### config.mk
export PLATFORM = sky130hd
export DESIGN_NAME = i2c_bus_recovery
export DESIGN_NICKNAME = d
export VERILOG_FILES = /design/src/rtl/busrec_pkg.sv /design/src/rtl/busrec_sync.sv /design/src/rtl/busrec_timer.sv /design/src/rtl/busrec_ctrl.sv /design/src/rtl/i2c_bus_recovery.sv
export SDC_FILE = /design/constraint.sdc
export NUM_CORES = 1
export LEC_CHECK = 0
export BUFFER_PORTS_ARGS = -buffer_cell sky130_fd_sc_hd__buf_4
export CORE_ASPECT_RATIO = 0.8
export CORE_MARGIN = 4
export CORE_UTILIZATION = 42
export DETAILED_ROUTE_END_ITERATION = 16
export PLACE_DENSITY_LB_ADDON = 0.3
export SLEW_MARGIN = 20
export SYNTH_ARGS = -nofsm -noshare
export SYNTH_HDL_FRONTEND = slang
export SYNTH_SLANG_ARGS = --single-unit
### constraint.sdc
create_clock -name clk -period 2.35 [get_ports clk]
set_input_delay 0.3525 -clock clk [delete_from_list [all_inputs] [get_ports clk]]
set_output_delay 0.3525 -clock clk [all_outputs]
set_load 0.05 [all_outputs]
### src/rtl/busrec_pkg.sv
package busrec_pkg;

    typedef enum logic [1:0] {
        ST_IDLE = 2'd0,
        ST_LOW  = 2'd1,
        ST_REL  = 2'd2,
        ST_WAIT = 2'd3
    } rec_state_e;

    localparam int DEFAULT_PULSES = 9;

endpackage

### src/rtl/busrec_sync.sv
module busrec_sync #(
    parameter int WIDTH  = 2,
    parameter int STAGES = 2
) (
    input  logic             clk,
    input  logic             rst_n,
    input  logic [WIDTH-1:0] raw_i,
    output logic [WIDTH-1:0] sync_o
);

    for (genvar b = 0; b < WIDTH; b++) begin : g_bit
        logic [STAGES-1:0] chain_d, chain_q;

        always_comb begin
            chain_d = {chain_q[STAGES-2:0], raw_i[b]};
        end

        always_ff @(posedge clk or negedge rst_n) begin
            if (!rst_n) chain_q <= '1;
            else        chain_q <= chain_d;
        end

        assign sync_o[b] = chain_q[STAGES-1];
    end

endmodule

### src/rtl/busrec_timer.sv
module busrec_timer #(
    parameter int TW = 8
) (
    input  logic          clk,
    input  logic          rst_n,
    input  logic          clr_i,
    output logic [TW-1:0] cnt_o
);

    logic [TW-1:0] cnt_d, cnt_q;

    always_comb begin
        if (clr_i)            cnt_d = '0;
        else if (&cnt_q)      cnt_d = cnt_q;
        else                  cnt_d = cnt_q + 1'b1;
    end

    always_ff @(posedge clk or negedge rst_n) begin
        if (!rst_n) cnt_q <= '0;
        else        cnt_q <= cnt_d;
    end

    assign cnt_o = cnt_q;

endmodule

### src/rtl/busrec_ctrl.sv
module busrec_ctrl
    import busrec_pkg::*;
#(
    parameter int BYTE_W      = 4,
    parameter int CNT_W       = 8,
    parameter int TW          = 8,
    parameter int HALF_CYC    = 50,
    parameter int TIMEOUT_CYC = 1000
) (
    input  logic              clk,
    input  logic              rst_n,
    input  logic              start_i,
    input  logic [BYTE_W-1:0] max_bytes_i,
    input  logic              scl_s_i,
    input  logic              sda_s_i,
    input  logic [TW-1:0]     tmr_i,
    output logic              tmr_clr_o,
    output logic              scl_drive_low_o,
    output logic              pin_sel_o,
    output logic              done_o,
    output logic              err_busy_o
);

    localparam logic [TW-1:0] HALF_LAST = TW'(HALF_CYC - 1);
    localparam logic [TW-1:0] TMO_LAST  = TW'(TIMEOUT_CYC - 1);

    typedef struct packed {
        rec_state_e       state;
        logic [CNT_W-1:0] left;
        logic             done;
        logic             err;
    } ctrl_regs_t;

    ctrl_regs_t r_d, r_q;
    logic       lines_high;
    logic [CNT_W-1:0] pulse_target;

    assign lines_high = scl_s_i & sda_s_i;

    always_comb begin
        if (max_bytes_i == '0) pulse_target = CNT_W'(DEFAULT_PULSES);
        else                   pulse_target = (CNT_W'(max_bytes_i) << 3) + 1'b1;
    end

    always_comb begin
        r_d       = r_q;
        tmr_clr_o = 1'b0;
        unique case (r_q.state)
            ST_IDLE: begin
                tmr_clr_o = 1'b1;
                if (start_i) begin
                    r_d.err = 1'b0;
                    if (lines_high) begin
                        r_d.done = 1'b1;
                    end else begin
                        r_d.done  = 1'b0;
                        r_d.state = ST_LOW;
                        r_d.left  = pulse_target;
                    end
                end
            end
            ST_LOW: begin
                if (tmr_i == HALF_LAST) begin
                    tmr_clr_o = 1'b1;
                    r_d.state = ST_REL;
                end
            end
            ST_REL: begin
                if (tmr_i == HALF_LAST) begin
                    tmr_clr_o = 1'b1;
                    r_d.left  = r_q.left - 1'b1;
                    r_d.state = (r_q.left == CNT_W'(1)) ? ST_WAIT : ST_LOW;
                end
            end
            ST_WAIT: begin
                if (lines_high) begin
                    r_d.state = ST_IDLE;
                    r_d.done  = 1'b1;
                end else if (tmr_i == TMO_LAST) begin
                    r_d.state = ST_IDLE;
                    r_d.done  = 1'b1;
                    r_d.err   = 1'b1;
                end
            end
            default: r_d.state = ST_IDLE;
        endcase
    end

    always_ff @(posedge clk or negedge rst_n) begin
        if (!rst_n) r_q <= '{state: ST_IDLE, left: '0, done: 1'b0, err: 1'b0};
        else        r_q <= r_d;
    end

    assign scl_drive_low_o = (r_q.state == ST_LOW);
    assign pin_sel_o       = (r_q.state != ST_IDLE);
    assign done_o          = r_q.done;
    assign err_busy_o      = r_q.err;

endmodule

### src/rtl/i2c_bus_recovery.sv
module i2c_bus_recovery #(
    parameter int CLK_HZ     = 50_000_000,
    parameter int HALF_US    = 50,
    parameter int TIMEOUT_US = 200_000,
    parameter int BYTE_W     = 4,
    parameter int SYNC_STAGES = 2
) (
    input  logic              clk,
    input  logic              rst_n,
    input  logic              start_i,
    input  logic [BYTE_W-1:0] max_bytes_i,
    input  logic              scl_in_i,
    input  logic              sda_in_i,
    output logic              scl_drive_low_o,
    output logic              pin_sel_o,
    output logic              done_o,
    output logic              err_busy_o
);

    localparam int CYC_PER_US  = CLK_HZ / 1_000_000;
    localparam int HALF_CYC    = CYC_PER_US * HALF_US;
    localparam int TIMEOUT_CYC = CYC_PER_US * TIMEOUT_US;
    localparam int LONGEST     = (HALF_CYC > TIMEOUT_CYC) ? HALF_CYC : TIMEOUT_CYC;
    localparam int TW          = $clog2(LONGEST + 1);
    localparam int CNT_W       = BYTE_W + 4;

    logic [1:0]    lines_s;
    logic          tmr_clr;
    logic [TW-1:0] tmr_cnt;

    busrec_sync #(.WIDTH(2), .STAGES(SYNC_STAGES)) u_sync (
        .clk    (clk),
        .rst_n  (rst_n),
        .raw_i  ({scl_in_i, sda_in_i}),
        .sync_o (lines_s)
    );

    busrec_timer #(.TW(TW)) u_timer (
        .clk   (clk),
        .rst_n (rst_n),
        .clr_i (tmr_clr),
        .cnt_o (tmr_cnt)
    );

    busrec_ctrl #(
        .BYTE_W      (BYTE_W),
        .CNT_W       (CNT_W),
        .TW          (TW),
        .HALF_CYC    (HALF_CYC),
        .TIMEOUT_CYC (TIMEOUT_CYC)
    ) u_ctrl (
        .clk             (clk),
        .rst_n           (rst_n),
        .start_i         (start_i),
        .max_bytes_i     (max_bytes_i),
        .scl_s_i         (lines_s[1]),
        .sda_s_i         (lines_s[0]),
        .tmr_i           (tmr_cnt),
        .tmr_clr_o       (tmr_clr),
        .scl_drive_low_o (scl_drive_low_o),
        .pin_sel_o       (pin_sel_o),
        .done_o          (done_o),
        .err_busy_o      (err_busy_o)
    );

endmodule

==> out/summary.log, run 1 <==
INFO  cells_and_area post_route_cells_drive_above_1_share=0.134
INFO  detailed_routing drt_pre_antenna_iters=5
INFO  detailed_routing drt-vias-per-instance=5.90
INFO  clocking       clk_transition_reported_paths=0.08ns
INFO  yosys          synth_top_area_cell=dfrtp_1
INFO  global_routing antenna_found_initial=0
INFO  clocking       tritoncts=built
INFO  min_path       holdCritPathClass=in -> async
INFO  yosys          asyncSetResetFlopFracSynth=1.00
INFO  sta            fin_worst_skew=0.0104ns
INFO  setup_path     worst_setup_path_end_kind=register
INFO  floorplan      starting_density=0.435
INFO  clocking       numCtsBuffers=5
INFO  yosys          ys_types=53
INFO  global_routing global_route_total_usage_across_every_layer=0.170
INFO  yosys          netlist.area_leader.share=0.379
INFO  power_and_ir_drop total_leakage_power=1.11nW
INFO  sta            setup_violations=0
INFO  setup_path     critPathMaxFanout=7
INFO  floorplan      design.core.area=0.00547mm²
INFO  floorplan      row_count=24
INFO  place          gp_routability_congestion=0.831
INFO  place          io_buffers=12
INFO  power_and_ir_drop p_int=0.938mW
INFO  cells_and_area antennaDiodeCount=0
INFO  clocking       cts_num_sinks=40
INFO  place          placement.setup.worst_slack=0.308ns
INFO  sta            timing.slew.headroom=0.588
INFO  place          place_hpwl=3990µm
INFO  floorplan      floorplan.io_pins=13
INFO  clocking       cts_hold_repair.buffers=0
INFO  yosys          synth_top_flop_cell=dfrtp_1
INFO  clocking       clock_tree.root_cell=clkbuf_8
INFO  global_routing grt_remaining_overflow=0
INFO  cells_and_area area_delta_synth_final=11.5%
INFO  detailed_routing first_iteration_detailed_routing_drc_count=183
INFO  yosys          post_synth_edffs=0
INFO  setup_path     critical-path-slowest-cell=dfrtp_1
INFO  power_and_ir_drop power.density_cell_area=453mW/mm²
INFO  clocking       ctsHtreeMaxLevel=2
INFO  power_and_ir_drop total_switching_power=0.263mW
INFO  yosys          synth.cell_area=0.00238mm²
INFO  cells_and_area layout.nets=292
INFO  place          placement.cell_area=0.00256mm²
INFO  yosys          post_synth_inst_count=261
INFO  floorplan      die-area=0.00694mm²
INFO  floorplan      dieWidth=92.1µm
INFO  sta            final_period_minus_worst_setup_slack=2.08ns
INFO  power_and_ir_drop clock_power_share=0.398
INFO  detailed_routing post_drt_wl_per_cell=16.0µm
INFO  sta            hold_viol=0
INFO  power_and_ir_drop flop_pwr_share=0.578
INFO  detailed_routing drc_errors=0
INFO  job            cap_viol_max_count=0
INFO  cells_and_area stdcell_count=354
INFO  clocking       cts_max_path_buffers=2
INFO  floorplan      die_h=75.3µm
INFO  power_and_ir_drop power_switching_share=0.219
INFO  clocking       postCtsResizedCells=0
INFO  sta            setup_slack=0.275ns
INFO  power_and_ir_drop p_comb_frac=0.023
INFO  setup_path     timing.setup.critical_path_class=reg -> reg
INFO  yosys          post_synthesis_net_count=278
INFO  place          placedCellCount=346
INFO  sta            slew_at_the_pin_closest_to_its_max_slew_limit=0.617ns
INFO  power_and_ir_drop vdd_ir_drop_max=0.308mV
INFO  clocking       count_of_buffers_added_by_post_cts_timing_repair_for_setup=0
INFO  detailed_routing drt-total-wl=5670µm
INFO  sta            setup_total_negative_slack=0ns
INFO  yosys          synthesis.yosys.warnings=0
INFO  global_routing first_global_vias=1,853
INFO  sta            rsz0062_at_grt=false
INFO  setup_path     worstSetupStartpointType=register
INFO  detailed_routing route.vias.total=2,087
INFO  yosys          synth-seq-area-share=0.423
INFO  outcome        run_status=finished, final reports clean
INFO  global_routing global_route_wire_length_before_repair=9340µm
INFO  cells_and_area fin_util=0.485
INFO  clocking       worst_skew_pair.late_latency=0.30ns
INFO  sta            period_share=0.883
INFO  setup_path     worst-endpoint-required=2.51ns
INFO  cells_and_area final_design_area_no_fill=0.00265mm²
INFO  setup_path     critical_path_cell_by_cell=ha_1, nor4b_1, and4_1, nand2_1, o311ai_0, o221ai_1
INFO  sta            drv_slew=0
INFO  setup_path     cp_data_arrival_time=2.24ns
INFO  sta            max_freq=0.482GHz
INFO  global_routing grt_max_degree=41
INFO  detailed_routing ant_nets=0
INFO  yosys          ys_ff_latch=40
INFO  setup_path     timing.critical_path.slowest_cell_delay=0.42ns
INFO  yosys          ys_top_cells_by_area=dfrtp_1 38%, nor2_1 5.2%, dfstp_2 4.4%
INFO  yosys          syn_avg_cell_area=9.11µm²
synth_stat cells (2+ instances only):
cell type and number:
o21ai_0 9, or3_1 3, a211oi_1 4, inv_1 11
ha_1 8, dfstp_2 4, a31oi_1 6, a21o_1 2
nand4_1 14, o22ai_1 3, xnor2_1 11, nand2_1 21
and3_1 3, and2_1 2, a2bb2oi_1 3, mux2i_1 2
nor3_1 7, dfrtp_1 36, o31a_1 2, a21oi_1 12
a2111oi_0 3, nor4_1 7, and4_1 3, nand3_1 12
clkbuf_1 4, o211ai_1 2, buf_4 2, buf_2 3
nor2_1 33, xor2_1 6
power by group through the flow:
stage          registers (mW)  logic [mW]  clock network [mW]
2_1_floorplan           0.708     0.00300                   0
3_5_place_dp            0.708      0.0296                   0
5_1_grt                 0.695      0.0333               0.515
3_3_place_gp            0.708      0.0296                   0
6_report                0.695      0.0282               0.478
4_1_cts                 0.695      0.0298               0.492
state kept, by name, indices dropped and copies added (netlist names):
register	flops
u_ctrl.done_o	1
u_ctrl.err_busy_o	1
u_ctrl.r_q	10
u_sync.g_bit.chain_q	4
u_timer.cnt_o	24
path summary, 6_finish.rpt:
kind,startpoint,endpoint,slack (ns),depth (start not counted)
min in group clk,scl_in_i,u_sync.g_bit[1].chain_q[0],0.16,1
max in group asynchronous,rst_n,u_sync.g_bit[0].chain_q[1],1.94,1
max,u_timer.cnt_o[0],u_ctrl.r_q[5],0.27,6
max reg2reg,u_timer.cnt_o[0],u_ctrl.r_q[5],0.27,6
min,rst_n,u_ctrl.r_q[6],0.01,1
min reg2reg,u_sync.g_bit[1].chain_q[0],u_sync.g_bit[1].chain_q[1],0.36,0
metal layers:
metal	global-route usage	vias to the layer above	part of all wire
li1	-	995	-
met1	0.259	1014	0.51
met2	0.249	73	0.42
met3	0.0336	5	0.063
met4	0.0445	0	0.0094
met5	0	-	0
logic make-up after synthesis:
kind of cell    share of synthesized area
compound gates                      0.173
simple gates                        0.250
flops                               0.423
mux                               0.00842
fa+ha+maj                          0.0421
buf+inv                            0.0410
xor+xnor                           0.0626
stage by stage:
step | hold slack [ns] | power, mW
2_1_floorplan | 0.0569 | 0.711
3_3_place_gp | 0.346 | 0.738
3_5_place_dp | 0.347 | 0.738
4_1_cts | 0.0421 | 1.22
5_1_grt | 0.0604 | 1.24
6_report | 0.0108 | 1.20
placed cells by master, fill, tap and decap left out, drive strengths merged, types with 2 or more instances in the layout:
cell type  count
a31oi          6
clkbuf         6
and4           4
dfstp          4
nand2         21
buf           17
a21o           2
and3           3
nor2          33
a211oi         4
o211ai         3
inv           11
xor2           6
nor4           7
nor3           7
or3            3
o21ai          9
xnor2         11
o31a           2
or4            2
a2111oi        3
ha             8
clkinv         2
mux2i          2
o22ai          3
dfrtp         36
a2bb2oi        3
a21oi         13
nand4         15
nand3         12
and2           3
final cells by class:
class	instances	area, µm²
Clock buffer	6	82.6
Clock inverter	2	10.0
Fill cell	543	2810
Inverter	11	41.3
Multi-Input combinational cell	200	1270
Sequential cell	40	1010
Tap cell	78	97.6
Timing Repair Buffer	17	140
critical path: cells and delay by family (launching register included):
family | cells | cell delay (ns)
compound gates | 2 | 0.52
fa+ha+maj | 1 | 0.19
flops | 1 | 0.42
simple gates | 3 | 0.83
(Power assumes the default switching activity.)
==> run 2: changes to the inputs <==
--- a/config.mk
+++ b/config.mk
@@ -14,4 +14,5 @@
 export SLEW_MARGIN = 20
 export SYNTH_ARGS = -nofsm -noshare
 export SYNTH_HDL_FRONTEND = slang
+export SYNTH_HIERARCHICAL = 1
 export SYNTH_SLANG_ARGS = --single-unit
==> run 2 against run 1 <==
Non-clock buffer count is 26 higher. Sequential power hardly changed. Synthesized cell count is 5.7% higher. Final area is 17% higher. Core utilization is 3.5 points higher. Clock power is 2% lower. Critical path type unchanged. Critical endpoint is now u_timer/cnt_o[11]. Largest power group unchanged. Highest routed layer unchanged.
==> out/summary.log, run 2 <==
INFO  cells_and_area post_route_cells_drive_above_1_share=0.267
INFO  yosys          compound_gate_portion_of_the_synthesized_area=0.174
INFO  clocking       count_of_buffers_added_by_post_cts_timing_repair_for_setup=0
INFO  floorplan      floorplan.io_pins=13
INFO  floorplan      starting_density=0.434
INFO  global_routing global_route_total_usage_across_every_layer=0.171
INFO  detailed_routing drc_errors=0
INFO  power_and_ir_drop vdd_ir_drop_max=0.229mV
INFO  yosys          post_synthesis_net_count=292
INFO  power_and_ir_drop total_leakage_power=1.29nW
INFO  yosys          synth_top_area_cell=dfrtp_1
INFO  floorplan      design.core.area=0.00594mm²
INFO  detailed_routing drt-vias-per-instance=5.89
INFO  detailed_routing drt-total-wl=6230µm
INFO  yosys          ys_ff_latch=40
INFO  cells_and_area layout.nets=330
INFO  global_routing antenna_found_initial=0
INFO  detailed_routing ant_nets=0
INFO  global_routing grt_max_degree=41
INFO  cells_and_area commonest_non_fill_non_tap_cells_in_the_layout=42 x buf_4, 36 x dfrtp_1, 23 x nor2_1, 15 x nand2_1
INFO  clocking       cts_hold_repair.buffers=0
INFO  setup_path     reg2reg_depth=8
INFO  sta            max_freq=0.427GHz
INFO  yosys          dominant_combinational_cell_family_by_area_after_synthesis=simple AND/OR/NAND/NOR gates
INFO  cells_and_area fillerInstances=552
INFO  floorplan      dieWidth=95.6µm
INFO  sta            worst_hold_slack=0.0319ns
INFO  yosys          share_of_synthesized_cell_area_in_full_adder_half_adder_and_majority_cells=0.0339
INFO  yosys          synth_most_common_cell=dfrtp_1
INFO  sta            drv_slew=0
INFO  floorplan      row_count=25
INFO  setup_path     cp_data_arrival_time=2.51ns
INFO  setup_path     critical-path-slowest-cell=or4_1
INFO  yosys          netlist.area_leader.share=0.349
INFO  power_and_ir_drop totalPowerFinal=1.20mW
INFO  sta            setup_violations=0
INFO  sta            rsz0062_at_grt=true
INFO  sta            final_period_minus_worst_setup_slack=2.34ns
INFO  global_routing first_global_vias=2,096
INFO  sta            timing.slew.headroom=0.653
INFO  floorplan      die_h=78.1µm
INFO  detailed_routing drt_pre_antenna_iters=5
INFO  power_and_ir_drop power.density_cell_area=388mW/mm²
INFO  clocking       numCtsBuffers=5
INFO  sta            hold_viol=0
INFO  setup_path     most_frequent_cell_on_the_critical_path=nor2_4
INFO  setup_path     crit_buf_inv=1
INFO  yosys          synth.cell_area=0.00258mm²
INFO  clocking       cts_num_sinks=40
INFO  clocking       cts_max_path_buffers=2
INFO  cells_and_area area_delta_synth_final=19.8%
INFO  setup_path     critPathMaxFanout=30
INFO  clocking       clk_transition_reported_paths=0.08ns
INFO  yosys          syn_avg_cell_area=9.35µm²
INFO  cells_and_area largest_register_ff_count=24
INFO  sta            slew_at_the_pin_closest_to_its_max_slew_limit=0.520ns
INFO  setup_path     timing.setup.critical_path_class=reg -> reg
INFO  yosys          yosys.area_share.simple=0.282
INFO  yosys          synth-seq-area-share=0.390
INFO  cells_and_area fin_util=0.520
INFO  yosys          synth_top_flop_cell=dfrtp_1
INFO  global_routing global_route_wire_length_before_repair=10,200µm
INFO  yosys          post_synth_edffs=0
INFO  yosys          synthesis.yosys.warnings=6
INFO  setup_path     worst-endpoint-required=2.52ns
INFO  global_routing grt_remaining_overflow=0
INFO  sta            period_share=0.996
INFO  yosys          synth_xor_area_frac=0
INFO  yosys          ys_top_cells_by_area=dfrtp_1 35%, dfstp_2 4.1%, nor2_1 3.5%
INFO  detailed_routing first_iteration_detailed_routing_drc_count=133
INFO  setup_path     worst-r2r-setup-slack=0.009ns
INFO  setup_path     worst_setup_path_end_kind=register
INFO  place          gp_routability_congestion=0.894
INFO  detailed_routing post_drt_wl_per_cell=15.7µm
INFO  detailed_routing route.vias.total=2,334
INFO  setup_path     timing.critical_path.slowest_cell_delay=0.52ns
INFO  min_path       holdCritPathClass=in -> async
INFO  yosys          synth.cells.most_frequent=36 x dfrtp_1, 24 x nor2_1, 15 x a21oi_1, 15 x nand2_1, 14 x nand3_1
INFO  setup_path     critical-path-top-delay-family=simple AND/OR/NAND/NOR gates
INFO  sta            fin_worst_skew=0.00740ns
INFO  yosys          post_synth_inst_count=276
INFO  setup_path     worstSetupStartpointType=register
INFO  setup_path     r2r_start=u_timer/cnt_o[17]
INFO  clocking       clock_tree.root_cell=clkbuf_8
INFO  setup_path     critical_path_cell_by_cell=or4_1, or4_4, nor2_4, a21oi_2, nor2_4, buf_12, nor2b_1, mux2_4
INFO  place          io_buffers=12
INFO  yosys          asyncSetResetFlopFracSynth=1.00
INFO  job            cap_viol_max_count=0
INFO  clocking       ctsHtreeMaxLevel=2
INFO  yosys          ys_types=62
INFO  outcome        run_status=finished, final reports clean
INFO  cells_and_area antennaDiodeCount=0
INFO  setup_path     reg2reg_to=u_timer/cnt_o[11]
INFO  clocking       worst_skew_pair.late_latency=0.29ns
INFO  place          place_hpwl=4460µm
INFO  clocking       tritoncts=built
INFO  floorplan      die-area=0.00747mm²
INFO  cells_and_area layout.cells.most_common=buf_4
INFO  yosys          yosys-mux-area-fraction=0.0694
==> run 2: worst max path at each step <==
stage	to	start	slack [ns]	cells past startpoint
5_1_grt	u_timer/cnt_o[7]	u_timer/cnt_o[14]	-0.07	8
6_report	u_timer/cnt_o[11]	u_timer/cnt_o[17]	0.009	8
2_1_floorplan	u_timer/cnt_o[4]	u_timer/cnt_o[17]	-0.15	9
3_3_place_gp	u_ctrl/r_q[11]	u_timer/cnt_o[17]	-0.05	6
4_1_cts	u_ctrl/r_q[11]	u_timer/cnt_o[17]	0.01	6
3_5_place_dp	u_ctrl/r_q[11]	u_timer/cnt_o[17]	-0.06	6
==> run 2: where the power goes <==
group          switching [mW]  total (mW)  internal [mW]  leakage [nW]
sequential            0.00165       0.696          0.695         0.492
combinational          0.0213      0.0339         0.0126         0.743
clock                   0.236       0.470          0.234        0.0510
total                   0.258        1.20          0.942          1.29
==> run 2: cell type report <==
class | instances | area [µm²] | area share
Sequential cell | 40 | 1010 | 0.325
Tap cell | 81 | 101 | 0.0328
Clock buffer | 6 | 82.6 | 0.0267
Clock inverter | 2 | 10.0 | 0.00324
Timing Repair Buffer | 43 | 335 | 0.108
Multi-Input combinational cell | 211 | 1510 | 0.488
Inverter | 13 | 48.8 | 0.0158
==> run 2: routing by layer <==
metal / share of wire / track usage / routed length, µm / vias to the layer above
met3: 0.056 / 0.0374 / 347 / 8
li1: - / - / - / 1127
met4: 0.0095 / 0.0341 / 59 / 0
met5: 0 / 0 / 0 / -
met2: 0.43 / 0.250 / 2660 / 70
met1: 0.51 / 0.258 / 3160 / 1129
==> run 2: cells by family after synthesis <==
family	Yosys count
and+or+nand+nor	124
AOI/OAI and AO/OA	65
DFF	40
buffers and inverters	25
muxes	15
adders and majority gates	7
==> run 2: repair_timing <==
item / CTS / global route
setup endpoints to repair: 15 / 15
hold endpoints to repair: 0 / 0
resized for setup: 1 / 3
==> run 2: stage by stage <==
stage	instances	cell area, µm²	worst slack (ns)	setup TNS (ns)
6_report	396	3090	0.00924	0
5_1_grt	396	3090	-0.0684	-0.701
4_1_cts	396	3070	0.0122	0
3_5_place_dp	388	2970	-0.0595	-0.595
3_3_place_gp	388	2970	-0.0524	-0.372
2_1_floorplan	276	2650	-0.148	-2.45
